===== config.mk =====
export PLATFORM = sky130hd
export DESIGN_NAME = staggered_alu
export DESIGN_NICKNAME = d
export VERILOG_FILES = /design/src/rtl/staggered_alu_pkg.sv /design/src/rtl/sa_half_slice.sv /design/src/rtl/sa_flag_pack.sv /design/src/rtl/staggered_alu.sv
export SDC_FILE = /design/constraint.sdc
export NUM_CORES = 1
export LEC_CHECK = 0
export BUFFER_PORTS_ARGS = -buffer_cell sky130_fd_sc_hd__buf_4
export CORE_MARGIN = 8
export CORE_UTILIZATION = 36
export DETAILED_ROUTE_END_ITERATION = 10
export PLACE_DENSITY = 0.58
export SLEW_MARGIN = 40
export SYNTH_ARGS = -nofsm -noshare
export SYNTH_HDL_FRONTEND = slang
export SYNTH_SLANG_ARGS = --single-unit
export TNS_END_PERCENT = 100

===== constraint.sdc =====
create_clock -name clk -period 6.3 [get_ports clk]
set_input_delay 1.26 -clock clk [delete_from_list [all_inputs] [get_ports clk]]
set_output_delay 1.26 -clock clk [all_outputs]
set_load 0.1 [all_outputs]

===== src/rtl/staggered_alu_pkg.sv =====
package staggered_alu_pkg;

  typedef enum logic [2:0] {
    OP_ADD = 3'd0,
    OP_SUB = 3'd1,
    OP_AND = 3'd2,
    OP_OR  = 3'd3,
    OP_XOR = 3'd4
  } alu_op_e;

  typedef struct packed {
    logic z;
    logic n;
    logic c;
    logic v;
  } alu_flags_t;

  function automatic logic op_is_logic(alu_op_e o);
    return (o == OP_AND) || (o == OP_OR) || (o == OP_XOR);
  endfunction

endpackage


===== src/rtl/sa_half_slice.sv =====
module sa_half_slice
  import staggered_alu_pkg::*;
#(
  parameter int W = 16
) (
  input  alu_op_e      op,
  input  logic [W-1:0] a,
  input  logic [W-1:0] b,
  input  logic         cin,
  output logic [W-1:0] y,
  output logic         cout,
  output logic         ovf,
  output logic         zero
);

  logic [W-1:0] b_eff;
  logic [W:0]   sum;

  always_comb begin
    b_eff = (op == OP_SUB) ? ~b : b;
    sum   = {1'b0, a} + {1'b0, b_eff} + {{W{1'b0}}, cin};
    cout  = 1'b0;
    ovf   = 1'b0;
    unique case (op)
      OP_AND:  y = a & b;
      OP_OR:   y = a | b;
      OP_XOR:  y = a ^ b;
      default: begin
        y    = sum[W-1:0];
        cout = sum[W];
        ovf  = (a[W-1] == b_eff[W-1]) && (sum[W-1] != a[W-1]);
      end
    endcase
    zero = (y == '0);
  end

endmodule


===== src/rtl/sa_flag_pack.sv =====
module sa_flag_pack
  import staggered_alu_pkg::*;
(
  input  alu_op_e    op,
  input  logic       zero_lo,
  input  logic       zero_hi,
  input  logic       msb,
  input  logic       carry,
  input  logic       ovf,
  output alu_flags_t flags
);

  always_comb begin
    flags.z = zero_lo & zero_hi;
    flags.n = msb;
    flags.c = op_is_logic(op) ? 1'b0 : carry;
    flags.v = op_is_logic(op) ? 1'b0 : ovf;
  end

endmodule


===== src/rtl/staggered_alu.sv =====
module staggered_alu
  import staggered_alu_pkg::*;
#(
  parameter int HALF_W = 16
) (
  input  logic                  clk,
  input  logic                  rst_n,
  input  logic                  issue_valid,
  input  logic [2:0]            op,
  input  logic [2*HALF_W-1:0]   a_rf,
  input  logic [2*HALF_W-1:0]   b_rf,
  input  logic [1:0]            byp_a,
  input  logic [1:0]            byp_b,
  output logic                  res_valid,
  output logic [2*HALF_W-1:0]   result,
  output logic [3:0]            flags
);

  localparam int W = 2 * HALF_W;

  // stage 1: low half
  logic              s1_valid_q;
  alu_op_e           s1_op_q;
  logic [HALF_W-1:0] s1_lo_q, s1_ahi_q, s1_bhi_q;
  logic              s1_carry_q, s1_zlo_q;
  logic [1:0]        s1_hsel_q;
  // stage 2: high half
  logic              s2_valid_q;
  alu_op_e           s2_op_q;
  logic [HALF_W-1:0] s2_lo_q, s2_hi_q;
  logic              s2_carry_q, s2_ovf_q, s2_zlo_q, s2_zhi_q;
  // stage 3: flags and output
  logic              s3_valid_q;
  alu_op_e           s3_op_q;
  logic [W-1:0]      s3_res_q;
  alu_flags_t        s3_flags_q;

  // next-state signals
  alu_op_e           op_in;
  logic [HALF_W-1:0] lo_a, lo_b, lo_y, hi_a, hi_b, hi_y;
  logic              lo_cin, lo_cout, lo_ovf, lo_zero;
  logic              hi_cout, hi_ovf, hi_zero;
  alu_flags_t        flags_d;

  always_comb begin
    op_in  = alu_op_e'(op);
    lo_a   = byp_a[0] ? s1_lo_q : a_rf[HALF_W-1:0];
    lo_b   = byp_b[0] ? s1_lo_q : b_rf[HALF_W-1:0];
    lo_cin = (op_in == OP_SUB);
    hi_a   = s1_hsel_q[0] ? s2_hi_q : s1_ahi_q;
    hi_b   = s1_hsel_q[1] ? s2_hi_q : s1_bhi_q;
  end

  sa_half_slice #(.W(HALF_W)) u_lo (
    .op(op_in), .a(lo_a), .b(lo_b), .cin(lo_cin),
    .y(lo_y), .cout(lo_cout), .ovf(lo_ovf), .zero(lo_zero)
  );

  sa_half_slice #(.W(HALF_W)) u_hi (
    .op(s1_op_q), .a(hi_a), .b(hi_b), .cin(s1_carry_q),
    .y(hi_y), .cout(hi_cout), .ovf(hi_ovf), .zero(hi_zero)
  );

  sa_flag_pack u_flags (
    .op(s2_op_q), .zero_lo(s2_zlo_q), .zero_hi(s2_zhi_q),
    .msb(s2_hi_q[HALF_W-1]), .carry(s2_carry_q), .ovf(s2_ovf_q),
    .flags(flags_d)
  );

  // valid chain
  always_ff @(posedge clk or negedge rst_n) begin
    if (!rst_n) begin
      s1_valid_q <= 1'b0;
      s2_valid_q <= 1'b0;
      s3_valid_q <= 1'b0;
    end else begin
      s1_valid_q <= issue_valid;
      s2_valid_q <= s1_valid_q;
      s3_valid_q <= s2_valid_q;
    end
  end

  // stage 1 registers, enabled by issue
  always_ff @(posedge clk or negedge rst_n) begin
    if (!rst_n) begin
      s1_op_q    <= OP_ADD;
      s1_lo_q    <= '0;
      s1_ahi_q   <= '0;
      s1_bhi_q   <= '0;
      s1_carry_q <= 1'b0;
      s1_zlo_q   <= 1'b0;
      s1_hsel_q  <= '0;
    end else if (issue_valid) begin
      s1_op_q    <= op_in;
      s1_lo_q    <= lo_y;
      s1_ahi_q   <= a_rf[W-1:HALF_W];
      s1_bhi_q   <= b_rf[W-1:HALF_W];
      s1_carry_q <= lo_cout;
      s1_zlo_q   <= lo_zero;
      s1_hsel_q  <= {byp_b[1], byp_a[1]};
    end
  end

  // stage 2 registers, enabled by stage-1 valid
  always_ff @(posedge clk or negedge rst_n) begin
    if (!rst_n) begin
      s2_op_q    <= OP_ADD;
      s2_lo_q    <= '0;
      s2_hi_q    <= '0;
      s2_carry_q <= 1'b0;
      s2_ovf_q   <= 1'b0;
      s2_zlo_q   <= 1'b0;
      s2_zhi_q   <= 1'b0;
    end else if (s1_valid_q) begin
      s2_op_q    <= s1_op_q;
      s2_lo_q    <= s1_lo_q;
      s2_hi_q    <= hi_y;
      s2_carry_q <= hi_cout;
      s2_ovf_q   <= hi_ovf;
      s2_zlo_q   <= s1_zlo_q;
      s2_zhi_q   <= hi_zero;
    end
  end

  // stage 3 registers, enabled by stage-2 valid
  always_ff @(posedge clk or negedge rst_n) begin
    if (!rst_n) begin
      s3_op_q    <= OP_ADD;
      s3_res_q   <= '0;
      s3_flags_q <= '0;
    end else if (s2_valid_q) begin
      s3_op_q    <= s2_op_q;
      s3_res_q   <= {s2_hi_q, s2_lo_q};
      s3_flags_q <= flags_d;
    end
  end

  assign res_valid = s3_valid_q;
  assign result    = s3_res_q;
  assign flags     = s3_flags_q;

  // ---------------- assertions ----------------
  logic [1:0] age_q;
  always_ff @(posedge clk or negedge rst_n) begin
    if (!rst_n)              age_q <= '0;
    else if (age_q != 2'd3)  age_q <= age_q + 2'd1;
  end

  AST_ISSUE_TO_RESULT: assert property (@(posedge clk) disable iff (!rst_n)
    (age_q == 2'd3) |-> (res_valid == $past(issue_valid, 3)));

  AST_BUBBLE_HOLDS: assert property (@(posedge clk) disable iff (!rst_n)
    !res_valid |-> ($stable(flags) && $stable(result)));

  AST_LOGIC_NO_CV: assert property (@(posedge clk) disable iff (!rst_n)
    (res_valid && op_is_logic(s3_op_q)) |-> (flags[1:0] == 2'b00));

  AST_ZERO_MATCH: assert property (@(posedge clk) disable iff (!rst_n)
    res_valid |-> (flags[3] == (result == '0)));

  AST_SIGN_MATCH: assert property (@(posedge clk) disable iff (!rst_n)
    res_valid |-> (flags[2] == result[W-1]));

endmodule


==> results.md, run 1 <==
- Hold wc startpoint: s2_lo_q[3]
- Final Setup Violations: 0
- Sw Ratio: roughly half
- Synthesized instance count: 976
- EDFF count, synth: 0
- Ys flop type: dfrtp_1
- Detailed router's first-iteration violation count: 370
- Worst path bufs/invs: 1
- Die area: 0.0325 mm²
- Tmin final: around 4500 ps
- LEAKAGE: 0.00528 µW
- CTS H-tree lvls: 4
- # rows: 60
- Total length of routed wires: ~26,000 µm
- Post-DP HPWL: 18,900 µm
- Combinational power share: 59.0%
- Grt ovf: 0
- Largest family of logic cells by synthesized area: multiplexers
- Crit-path leading delay family: compound AO/OA/AOI/OAI gates
- Min-Delay Path Class: reg2reg
- Status: complete, no violations
- Vias/cell: 5.33
- Pre-Repair DR Iteration Count: 5
- Synth Area in Compound Gates: 13.8%
- Placed cell area: 0.0109 mm²
- Asr flop ratio synth: 100%
- Xor and xnor area share after synthesis: approximately 4.4%
- Commonest cells after routing, fill and taps aside: dfrtp_1, buf_4, mux2_2
- # IOs: approximately 110
- Max Freq: around 0.22 GHz
- R2R Path Start: s1_op_q[1]
- Crit Path Class: reg2reg
- Worst-path cell chain: nor3b_2 > buf_4 > xnor2_1 > fa_1 > fa_1 > a211o_1 > a21oi_1 > nor3_1 > o31a_1 > nand4b_1 > a2111oi_0 > nand4b_1 > o31ai_2
- CP required: 6640 ps
- Crit path largest cell delay: about 640 ps
- Routed wire length per instance: between 15 and 20 µm
- Fin. Hold Viols: 0
- Synth Area in Adders: around 13%
- Top cell type's share of synthesized area: 34.0%
- Resized cells post-CTS: 0
- Psw: a little under 3000 µW
- Chip width: 180 µm
- Vias in the first global route: 7,791
- Post-CTS Setup Bufs: 0
- Yosys warns: 0
- Share of cells above drive strength 1: 27.0%
- Worst skew pair latency: 430 ps
- Fillers: around 2.6k
- Clock root cell: clkbuf_16
- Simple-gate share of the synthesized area: 9.00%
- Internal power: about 3100 µW
- Initial core utilization: 36.4%
- Max Clock Skew: 12.2 ps
- First-pass GRT wire length: 42,500 µm
- Largest net degree at the start of global routing: 79
- CTS Sinks: 132
- Area leader, netlist: dfrtp_1
- Top post-synthesis cells by area: dfrtp_1, mux2_2, ha_1
- Slew @ Worst Pin: 725 ps
- Post-route ant nets: 0
- Synthesized area per cell: 9.97 µm²
- Area delta synth->final: 18.9%
- Power density over the cells: about 530 mW/mm²
- Register clock-pin slew on the reported worst setup and hold paths: 60 ps
- Register area share after synthesis: 34.0%
- Synth unique cells: 75
- Endpoint class of the critical path: flip-flop
- Worst Path Arrival: 4840 ps
- Rel. slew slack: 51.7%
- Max VDD drop: approximately 0.32 mV
- Initial antenna violation count: 0
- Post-synthesis mux area share: slightly above 20%
- Reg power frac: 22.8%
- Clock network fraction of total power: 18.2%
- Cts bufs inserted: 17
- Worst Setup SP: s1_op_q[1]
- Final-report max-slew violation count: 0
- Die height: 180 µm
- RSZ-0062 raised after global routing: false
- Commonest non-fill, non-tap cell in the layout: dfrtp_1
- DRC viols: 0
- Crit-path slowest cell: dfrtp_1
- Core ar.: 0.0267 mm²
- CTS Buffer Depth: 2
- Syn nets: 1,147
- Crit path max fanout: 19
- Synth Cell Area: 0.00973 mm²
- # diodes: 0
- Final Cell Area: ~0.012 mm²
- CTS tree: built
- Max-Cap Viols: 0
- Yosys reg bits: 132
- Crit share post-route: between 70% and 80%
- Routability cong.: 0.890
- Total Routing Usage GR: 16.1%
- Count of input and output buffers: 110
- Worst setup SP type: flip-flop
- Net count reported at finish: 1,235
- Routed via count: 7,559
- Total negative slack: 0 ps
- Hold-fix buffers at CTS: 0
sequential cells by signal, summed over array words and instances, names as in the netlist, 2 cells and up:
signal	cells
s2_op_q	3
s2_hi_q	16
s1_hsel_q	2
result	32
flags	3
s1_lo_q	16
s2_lo_q	16
s1_ahi_q	16
s1_bhi_q	16
s1_op_q	3
through the flow:
step / utilization (%) / hold slack [ps] / power, µW / setup slack, ps / cells
floorplan: - / 352 / 4170 / 1720 / 976
global placement: 40.5 / 483 / 4950 / 1580 / 1383
CTS: 43.2 / 502 / 6130 / 1810 / 1417
detailed placement: 40.7 / 490 / 4980 / 1440 / 1385
global route: 43.3 / 520 / 6550 / 1400 / 1418
finish: 43.3 / 492 / 6090 / 1800 / 1418
kinds of logic after synthesis:
group                    Yosys count
multiplexers                     183
XOR/XNOR                          49
flip-flops                       132
AO/OA/AOI/OAI                    195
buffers and inverters            138
AND/OR/NAND/NOR                  182
adder cells (fa/ha/maj)           97
cells in the mapped netlist, types with 3 or more instances:
| cell | number |
|---|---|
| xor2_1 | 7 |
| and2_1 | 3 |
| nor3_1 | 12 |
| ha_1 | 94 |
| buf_6 | 3 |
| a311oi_1 | 3 |
| mux2i_1 | 73 |
| nand2b_1 | 7 |
| mux2_2 | 106 |
| o31ai_1 | 5 |
| buf_2 | 11 |
| nor2b_1 | 8 |
| nor2_1 | 60 |
| o311ai_0 | 3 |
| buf_1 | 10 |
| o22ai_1 | 8 |
| o21ai_1 | 9 |
| a211oi_1 | 14 |
| clkbuf_1 | 28 |
| fa_1 | 3 |
| xnor2_1 | 42 |
| a41oi_1 | 4 |
| nor3b_1 | 5 |
| or2_2 | 4 |
| nand4b_1 | 3 |
| dfrtp_1 | 132 |
| nand2_1 | 43 |
| nand3_1 | 18 |
| nand4_1 | 3 |
| a21oi_1 | 53 |
| a211o_1 | 3 |
| o211ai_1 | 6 |
| o21ai_0 | 30 |
| a21o_1 | 4 |
| inv_1 | 83 |
| o221ai_1 | 3 |
| o21a_1 | 4 |
| a221oi_1 | 10 |
| nor4_1 | 3 |
| a31oi_1 | 6 |
routing by layer:
| layer | share of wire [%] | up-vias | global-route usage, % | wire length, µm |
|---|---|---|---|---|
| met3 | 4.0 | 34 | 2.74 | 1030 |
| li1 | - | 3673 | - | - |
| met4 | 2.0 | 0 | 5.39 | 522 |
| met5 | 0 | - | 0 | 0 |
| met2 | 47 | 160 | 26.4 | 12000 |
| met1 | 47 | 3692 | 21.1 | 12300 |
path summary, 6_finish.rpt:
check	slack (ps)	cells after the start	endpoint
min	490	1	result[3]
min in group asynchronous	670	1	result[26]
min reg2reg	490	1	result[3]
max	1800	13	s2_zhi_q
max in group asynchronous	4650	2	s2_lo_q[3]
max reg2reg	1800	13	s2_zhi_q
layout make-up:
| class | instances | area [µm²] | area share (%) |
|---|---|---|---|
| multi-input combinational | 706 | 5890 | 51.0 |
| clock buffer | 20 | 467 | 4.04 |
| sequential | 132 | 3310 | 28.6 |
| tap | 341 | 427 | 3.69 |
| timing repair buffer | 122 | 972 | 8.41 |
| inverter | 85 | 319 | 2.76 |
| clock inverter | 12 | 176 | 1.53 |
power groups by stage:
stage                     clock (µW)  combinational, µW  sequential [µW]
after floorplan                    0               2070             2100
after global placement             0               3550             1400
after detailed placement           0               3570             1410
after CTS                       1130               3600             1400
after global routing            1160               3940             1440
final                           1110               3590             1390
Note: power is estimated with default switching activity, not from simulation.
==> inputs of run 2 (changes only) <==
- ABC_AREA: not set -> 1
- PLACE_DENSITY: 0.58 -> 0.59
- clock period: 6.3 -> 3.95 ns (I/O delays scaled with it)
==> run 2 against run 1 <==
  * Fmax grew 40%
  * Sequential power is 42% higher
  * Critical path depth rose by 1
  * Die area increased by 0.77%
  * Non-clock buffer count is the same
  * Critical endpoint unchanged
  * Clock power increased by 36%
  * Synthesized area increased by 0.85%
==> results.md, run 2 <==
- Post-route ant nets: 0 (unchanged)
- Routed wire length per instance: 15.9 µm (was 18.2 µm)
- Max VDD drop: 0.347 mV (was 0.321 mV)
- Die area: 0.0328 mm² (was 0.0325 mm²)
- First-pass GRT wire length: 46,600 µm (was 42,500 µm)
- Clock network fraction of total power: 20.4% (was 18.2%)
- Max Clock Skew: 9.14 ps (was 12.2 ps)
- Top post-synthesis cells by area: dfrtp_1, nand2_1, ha_1 (was dfrtp_1, mux2_2, ha_1)
- Vias in the first global route: 8,804 (was 7,791)
- Rel. slew slack: 51.9% (was 51.7%)
- CTS tree: built (unchanged)
- Grt ovf: 0 (unchanged)
- Area delta synth->final: 17.8% (was 18.9%)
- Post-CTS Setup Bufs: 0 (unchanged)
- Layout Utilization: 43.0% (was 43.3%)
- LEAKAGE: 0.00604 µW (was 0.00528 µW)
- Endpoint class of the critical path: flip-flop (unchanged)
- Total Routing Usage GR: 17.6% (was 16.1%)
- CTS Sinks: 132 (unchanged)
- Routability cong.: 0.921 (was 0.890)
- Synth Cell Area: 0.00981 mm² (was 0.00973 mm²)
- Synthesized instance count: 1,361 (was 976)
- Status: complete, no violations (unchanged)
- Cell depth of the worst flop-to-flop path: 14 (was 13)
- Crit share post-route: 81.1% (was 71.4%)
- # rows: 60 (unchanged)
- Vias/cell: 4.95 (was 5.33)
- Largest net degree at the start of global routing: 72 (was 79)
- CP required: 4310 ps (was 6640 ps)
- # diodes: 0 (unchanged)
- Largest register FFs: 32 (unchanged)
- Pre-Repair DR Iteration Count: 5 (unchanged)
- Core ar.: 0.0269 mm² (was 0.0267 mm²)
- Power density over the cells: 639 mW/mm² (was 526 mW/mm²)
- Asr flop ratio synth: 100% (unchanged)
- Routed via count: 8,951 (was 7,559)
- Fin. Hold Viols: 0 (unchanged)
- Top cell type's share of synthesized area: 33.7% (was 34.0%)
- Total length of routed wires: 28,700 µm (was 25,800 µm)
- Share of cells above drive strength 1: 14.9% (was 27.0%)
- Count of input and output buffers: 110 (unchanged)
- Cts bufs inserted: 17 (unchanged)
- RSZ-0062 raised after global routing: false (unchanged)
- EDFF count, synth: 0 (unchanged)
- Combinational power share: 52.7% (was 59.0%)
- Yosys reg bits: 132 (unchanged)
- Tmin final: 3210 ps (was 4500 ps)
- Synth unique cells: 43 (was 75)
- Initial antenna violation count: 0 (unchanged)
- Initial core utilization: 36.5% (was 36.4%)
- Final Setup Violations: 0 (unchanged)
- DRC viols: 0 (unchanged)
- Commonest cells after routing, fill and taps aside: nand2_1, inv_1, o21ai_0 (was dfrtp_1, buf_4, mux2_2)
- Commonest non-fill, non-tap cell in the layout: nand2_1 (was dfrtp_1)
- CTS Buffer Depth: 2 (unchanged)
- Syn nets: 1,532 (was 1,147)
- Max Freq: 0.312 GHz (was 0.222 GHz)
- Psw: 3630 µW (was 2940 µW)
- Chip width: 181 µm (was 180 µm)
- Final-report max-slew violation count: 0 (unchanged)
- Worst skew pair latency: 430 ps (about the same)
- Yosys warns: 0 (unchanged)
- Sw Ratio: 49.1% (was 48.3%)
- CTS H-tree lvls: 4 (unchanged)
- Count leader, synth: nand2_1 (was dfrtp_1)
- Area leader, netlist: dfrtp_1 (unchanged)
- Post-synth top cells: nand2_1, inv_1, o21ai_0 (was dfrtp_1, mux2_2, ha_1)
- Synthesized area per cell: 7.21 µm² (was 9.97 µm²)
- Register clock-pin slew on the reported worst setup and hold paths: 60 ps (about the same)
- Die height: 181 µm (was 180 µm)
- Detailed router's first-iteration violation count: 525 (was 370)
- # IOs: 111 (unchanged)
- Reg power frac: 26.8% (was 22.8%)
- Slew @ Worst Pin: 722 ps (was 725 ps)
- Worst Path Arrival: 3560 ps (was 4840 ps)
- Clock root cell: clkbuf_16 (unchanged)
- Net count reported at finish: 1,624 (was 1,235)
- Register area share after synthesis: 33.7% (was 34.0%)
- Max-Cap Viols: 0 (unchanged)
- Ys flop type: dfrtp_1 (unchanged)
- Post-DP HPWL: 22,100 µm (was 18,900 µm)
- Total negative slack: 0 ps (unchanged)
- Resized cells post-CTS: 0 (unchanged)
- Internal power: 3750 µW (was 3140 µW)
- Crit path max fanout: 4 (was 19)
- Hold-fix buffers at CTS: 0 (unchanged)
- Crit Path Class: reg2reg (unchanged)
- Min-Delay Path Class: in2async (was reg2reg)
- Worst setup SP type: flip-flop (unchanged)
-- run 2: through the flow --
step           power [µW]  instances  worst slack, ps  hold WS [ps]  instance area [µm²]
2_1_floorplan        4860       1361              990           352                 9810
3_3_place_gp         5830       1773              510           449                10900
3_5_place_dp         5890       1775              484           456                11000
4_1_cts              7430       1807              700           338                11600
5_1_grt              7960       1807              426           352                11600
6_report             7380       1807              745           337                11600
-- run 2: worst paths after layout --
kind | endpoint | slack (ps) | from
worst max-delay path | s2_zhi_q | 740 | s1_hsel_q[1]
worst min-delay path | s1_bhi_q[10] | 340 | rst_n
worst max register to register | s2_zhi_q | 740 | s1_hsel_q[1]
worst min register to register | s1_ahi_q[4] | 470 | s1_ahi_q[4]
max in group asynchronous | s2_valid_q | 3090 | rst_n
min in group clk | s1_ahi_q[4] | 470 | s1_ahi_q[4]
-- run 2: layer usage --
layer	wire length, µm	share of wire [%]	global-route usage [%]
met2	13000	45	28.7
met5	0	0	0
met4	408	1.4	4.36
met1	13900	49	23.7
met3	1300	4.5	3.21
-- run 2: layout make-up --
cell class	instances	area, µm²
fillers	2753	15300
multi-input cells	973	5520
flip-flops and latches	132	3310
repair buffers	122	965
inverters	207	779
clock buffers	19	433
well taps	341	427
clock inverters	13	126
-- run 2: logic make-up after synthesis --
logic type               after synthesis  share of synthesized area, %
AND/OR/NAND/NOR                      599                          25.9
buffers and inverters                256                          10.2
AO/OA/AOI/OAI                        229                          13.1
flip-flops                           132                          33.7
adder cells (fa/ha/maj)               97                          12.6
XOR/XNOR                              36                          3.21
multiplexers                          12                          1.38
-- run 2: power by group through the flow --
stage,Sequential (µW),Combinational [µW],Clock (µW)
3_5_place_dp,2000,3890,0
6_report,1980,3890,1510
4_1_cts,1980,3900,1550
5_1_grt,2020,4330,1600
2_1_floorplan,2700,2160,0
3_3_place_gp,2000,3830,0
-- run 2: critical path: stages (launching register included) --
cell and delay (ps):
dfrtp_1 390, o21ai_0 370, xnor2_1 150, fa_1 490, fa_1 530, nand3_1 100
nand3_1 150, nand2_1 100, nand2_1 70, nor2_1 70, o21ai_0 120, nand3b_1 180
nor2_1 160, nand4_1 150, nand2_1 90
==> inputs of run 3 (changes only) <==
- PLACE_DENSITY: 0.59 -> 0.58
- clock period: 3.95 -> 3 ns (I/O delays scaled with it)
==> run 3 against run 2 <==
  * Critical path depth is 1 higher
  * Count of clock-buffer cells in the layout is 1 lower
  * Setup slack worse by 550 ps
  * First-iteration DRC count is 9.0% higher
  * Non-clock buffer count is 86 higher
  * Critical path type unchanged
==> results.md, run 3 (same netlist as run 2, synthesis figures left out) <==
- Status: complete, no violations (unchanged)
- Register clock-pin slew on the reported worst setup and hold paths: 60 ps (about the same)
- Largest net degree at the start of global routing: 68 (was 72)
- Reg power frac: 24.8% (was 26.8%)
- Vias/cell: 4.88 (was 4.95)
- CTS Sinks: 132 (unchanged)
- Hold-fix buffers at CTS: 0 (unchanged)
- Slew @ Worst Pin: 766 ps (was 722 ps)
- Commonest non-fill, non-tap cell in the layout: nand2_1 (unchanged)
- CTS tree: built (unchanged)
- Placed cell area: 0.0116 mm² (was 0.0110 mm²)
- LEAKAGE: 0.00648 µW (was 0.00604 µW)
- Max Clock Skew: 18.7 ps (was 9.14 ps)
- Tmin final: 2810 ps (was 3210 ps)
- Die height: 181 µm (unchanged)
- Worst Setup SP: s1_hsel_q[0] (was s1_hsel_q[1])
- Crit path max fanout: 9 (was 4)
- Pre-Repair DR Iteration Count: 5 (unchanged)
- Placed cells: 1,858 (was 1,775)
- Post-DP HPWL: 23,000 µm (was 22,100 µm)
- # diodes: 0 (unchanged)
- Pre-CTS setup slack: -179 ps (was 484 ps)
- Routed via count: 9,234 (was 8,951)
- Die area: 0.0328 mm² (unchanged)
- Worst Path Arrival: 3160 ps (was 3560 ps)
- Max VDD drop: 0.433 mV (was 0.347 mV)
- Count of input and output buffers: 110 (unchanged)
- DRC viols: 0 (unchanged)
- Share of cells above drive strength 1: 20.8% (was 14.9%)
- CTS H-tree lvls: 4 (unchanged)
- Routed wire length per instance: 15.9 µm (about the same)
- Pwr Total: 10,500 µW (was 7380 µW)
- Initial core utilization: 36.5% (unchanged)
- Vias in the first global route: 9,394 (was 8,804)
- First-pass GRT wire length: 49,300 µm (was 46,600 µm)
- Total Routing Usage GR: 18.5% (was 17.6%)
- Crit share post-route: 93.5% (was 81.1%)
- Commonest cells after routing, fill and taps aside: nand2_1, buf_4, inv_1 (was nand2_1, inv_1, o21ai_0)
- Initial antenna violation count: 0 (unchanged)
- Combinational power share: 53.9% (was 52.7%)
- Fin. Hold Viols: 0 (unchanged)
- Max Freq: 0.356 GHz (was 0.312 GHz)
- Net count reported at finish: 1,710 (was 1,624)
- Worst skew pair latency: 430 ps (about the same)
- Clock root cell: clkbuf_16 (unchanged)
- Final-report max-slew violation count: 0 (unchanged)
- CP required: 3360 ps (was 4310 ps)
- Worst setup SP type: flip-flop (unchanged)
- Cts bufs inserted: 17 (unchanged)
- # IOs: 111 (unchanged)
- Final hold slack: 76.0 ps (was 337 ps)
- Min-Delay Path Class: in2async (unchanged)
- Grt ovf: 0 (unchanged)
- Max-Cap Viols: 0 (unchanged)
- Finished Layout Cells: 1,891 (was 1,807)
- Largest register FFs: 32 (unchanged)
- Core ar.: 0.0269 mm² (unchanged)
- Final Setup Violations: 0 (unchanged)
- Total length of routed wires: 30,100 µm (was 28,700 µm)
- Final worst slack: 195 ps (was 745 ps)
- R2R Path Start: s1_hsel_q[0] (was s1_hsel_q[1])
- Clock network fraction of total power: 21.2% (was 20.4%)
- Rel. slew slack: 48.9% (was 51.9%)
- Post-route ant nets: 0 (unchanged)
- Internal power: 5580 µW (was 3750 µW)
- Psw: 4890 µW (was 3630 µW)
- Endpoint class of the critical path: flip-flop (unchanged)
- CTS Buffer Depth: 2 (unchanged)
- Chip width: 181 µm (unchanged)
- Final Cell Area: 0.0123 mm² (was 0.0116 mm²)
- Crit Path Class: reg2reg (unchanged)
- Power density over the cells: 849 mW/mm² (was 639 mW/mm²)
- # rows: 60 (unchanged)
- Detailed router's first-iteration violation count: 572 (was 525)
- Routability cong.: 0.916 (was 0.921)
- Area delta synth->final: 25.6% (was 17.8%)
- Sw Ratio: 46.7% (was 49.1%)
[run 3: cell types whose count changed in the layout (fill, tap and decap cells not counted), moves of 3 or more]
cell | before | now
nand2_2 | 9 | 12
inv_6 | 4 | 1
bufinv_16 | 1 | 4
ha_4 | 0 | 3
buf_4 | 118 | 204
ha_1 | 94 | 88
o21ai_1 | 1 | 15
nand2_1 | 385 | 382
ha_2 | 0 | 3
o21ai_0 | 134 | 120
[run 3: power by group through the flow]
| stage | combinational, µW | clock, µW | sequential [µW] |
|---|---|---|---|
| 6_report | 5650 | 2220 | 2600 |
| 3_5_place_dp | 5520 | 0 | 2620 |
| 5_1_grt | 6280 | 2340 | 2650 |
| 4_1_cts | 5560 | 2280 | 2590 |
| 3_3_place_gp | 5480 | 0 | 2620 |
| 2_1_floorplan | 2850 | 0 | 3550 |
[run 3: layer usage]
metal / GRT usage, % / vias to the layer above / wire, µm
li1: - / 4702 / -
met1: 24.7 / 4288 / 14500
met2: 30.1 / 204 / 13600
met3: 2.99 / 40 / 1280
met4: 6.07 / 0 / 684
met5: 0 / - / 0
[run 3: cell type report]
class	instances	area (µm²)
inverter	207	779
tap	341	427
timing repair buffer	208	1590
sequential	132	3310
fill	2768	14600
clock buffer	18	439
multi-input combinational	973	5600
clock inverter	12	181
[run 3: what timing repair did]
action                                  in CTS  in global routing
resized for setup                            1                 35
endpoints found under the hold margin        0                  0
endpoints found under the setup margin       1                 10
pin swaps                                    0                  2
setup buffers                                0                  3
[run 3: through the flow]
step | setup TNS (ps) | util [%]
3_5_place_dp | -493 | 43.1
3_3_place_gp | -409 | 43.1
5_1_grt | -28.8 | 45.9
6_report | 0 | 45.9
2_1_floorplan | 0 | -
4_1_cts | 0 | 45.4
[run 3: path summary, 6_finish.rpt]
| path | cells past startpoint | slack (ps) | end |
|---|---|---|---|
| max in group asynchronous | 2 | 2160 | result[2] |
| min | 1 | 80 | s1_bhi_q[13] |
| max | 15 | 190 | s2_zhi_q |
| min reg2reg | 2 | 470 | s2_lo_q[7] |
| min in group clk | 3 | 370 | s1_ahi_q[2] |
| max reg2reg | 15 | 190 | s2_zhi_q |
[run 3: critical path: stages (launching register included)]
cell     delay (ps)
dfrtp_2         460
inv_1           130
or2_2           290
o21ai_0         110
inv_1           100
ha_1            410
nand2_1         150
nor2_1          210
nand3_1         130
nand4_1         100
nand3_1         120
nand2_1         140
nand3_1         100
nor2_1          130
nand4_1          90
nand2_1          70
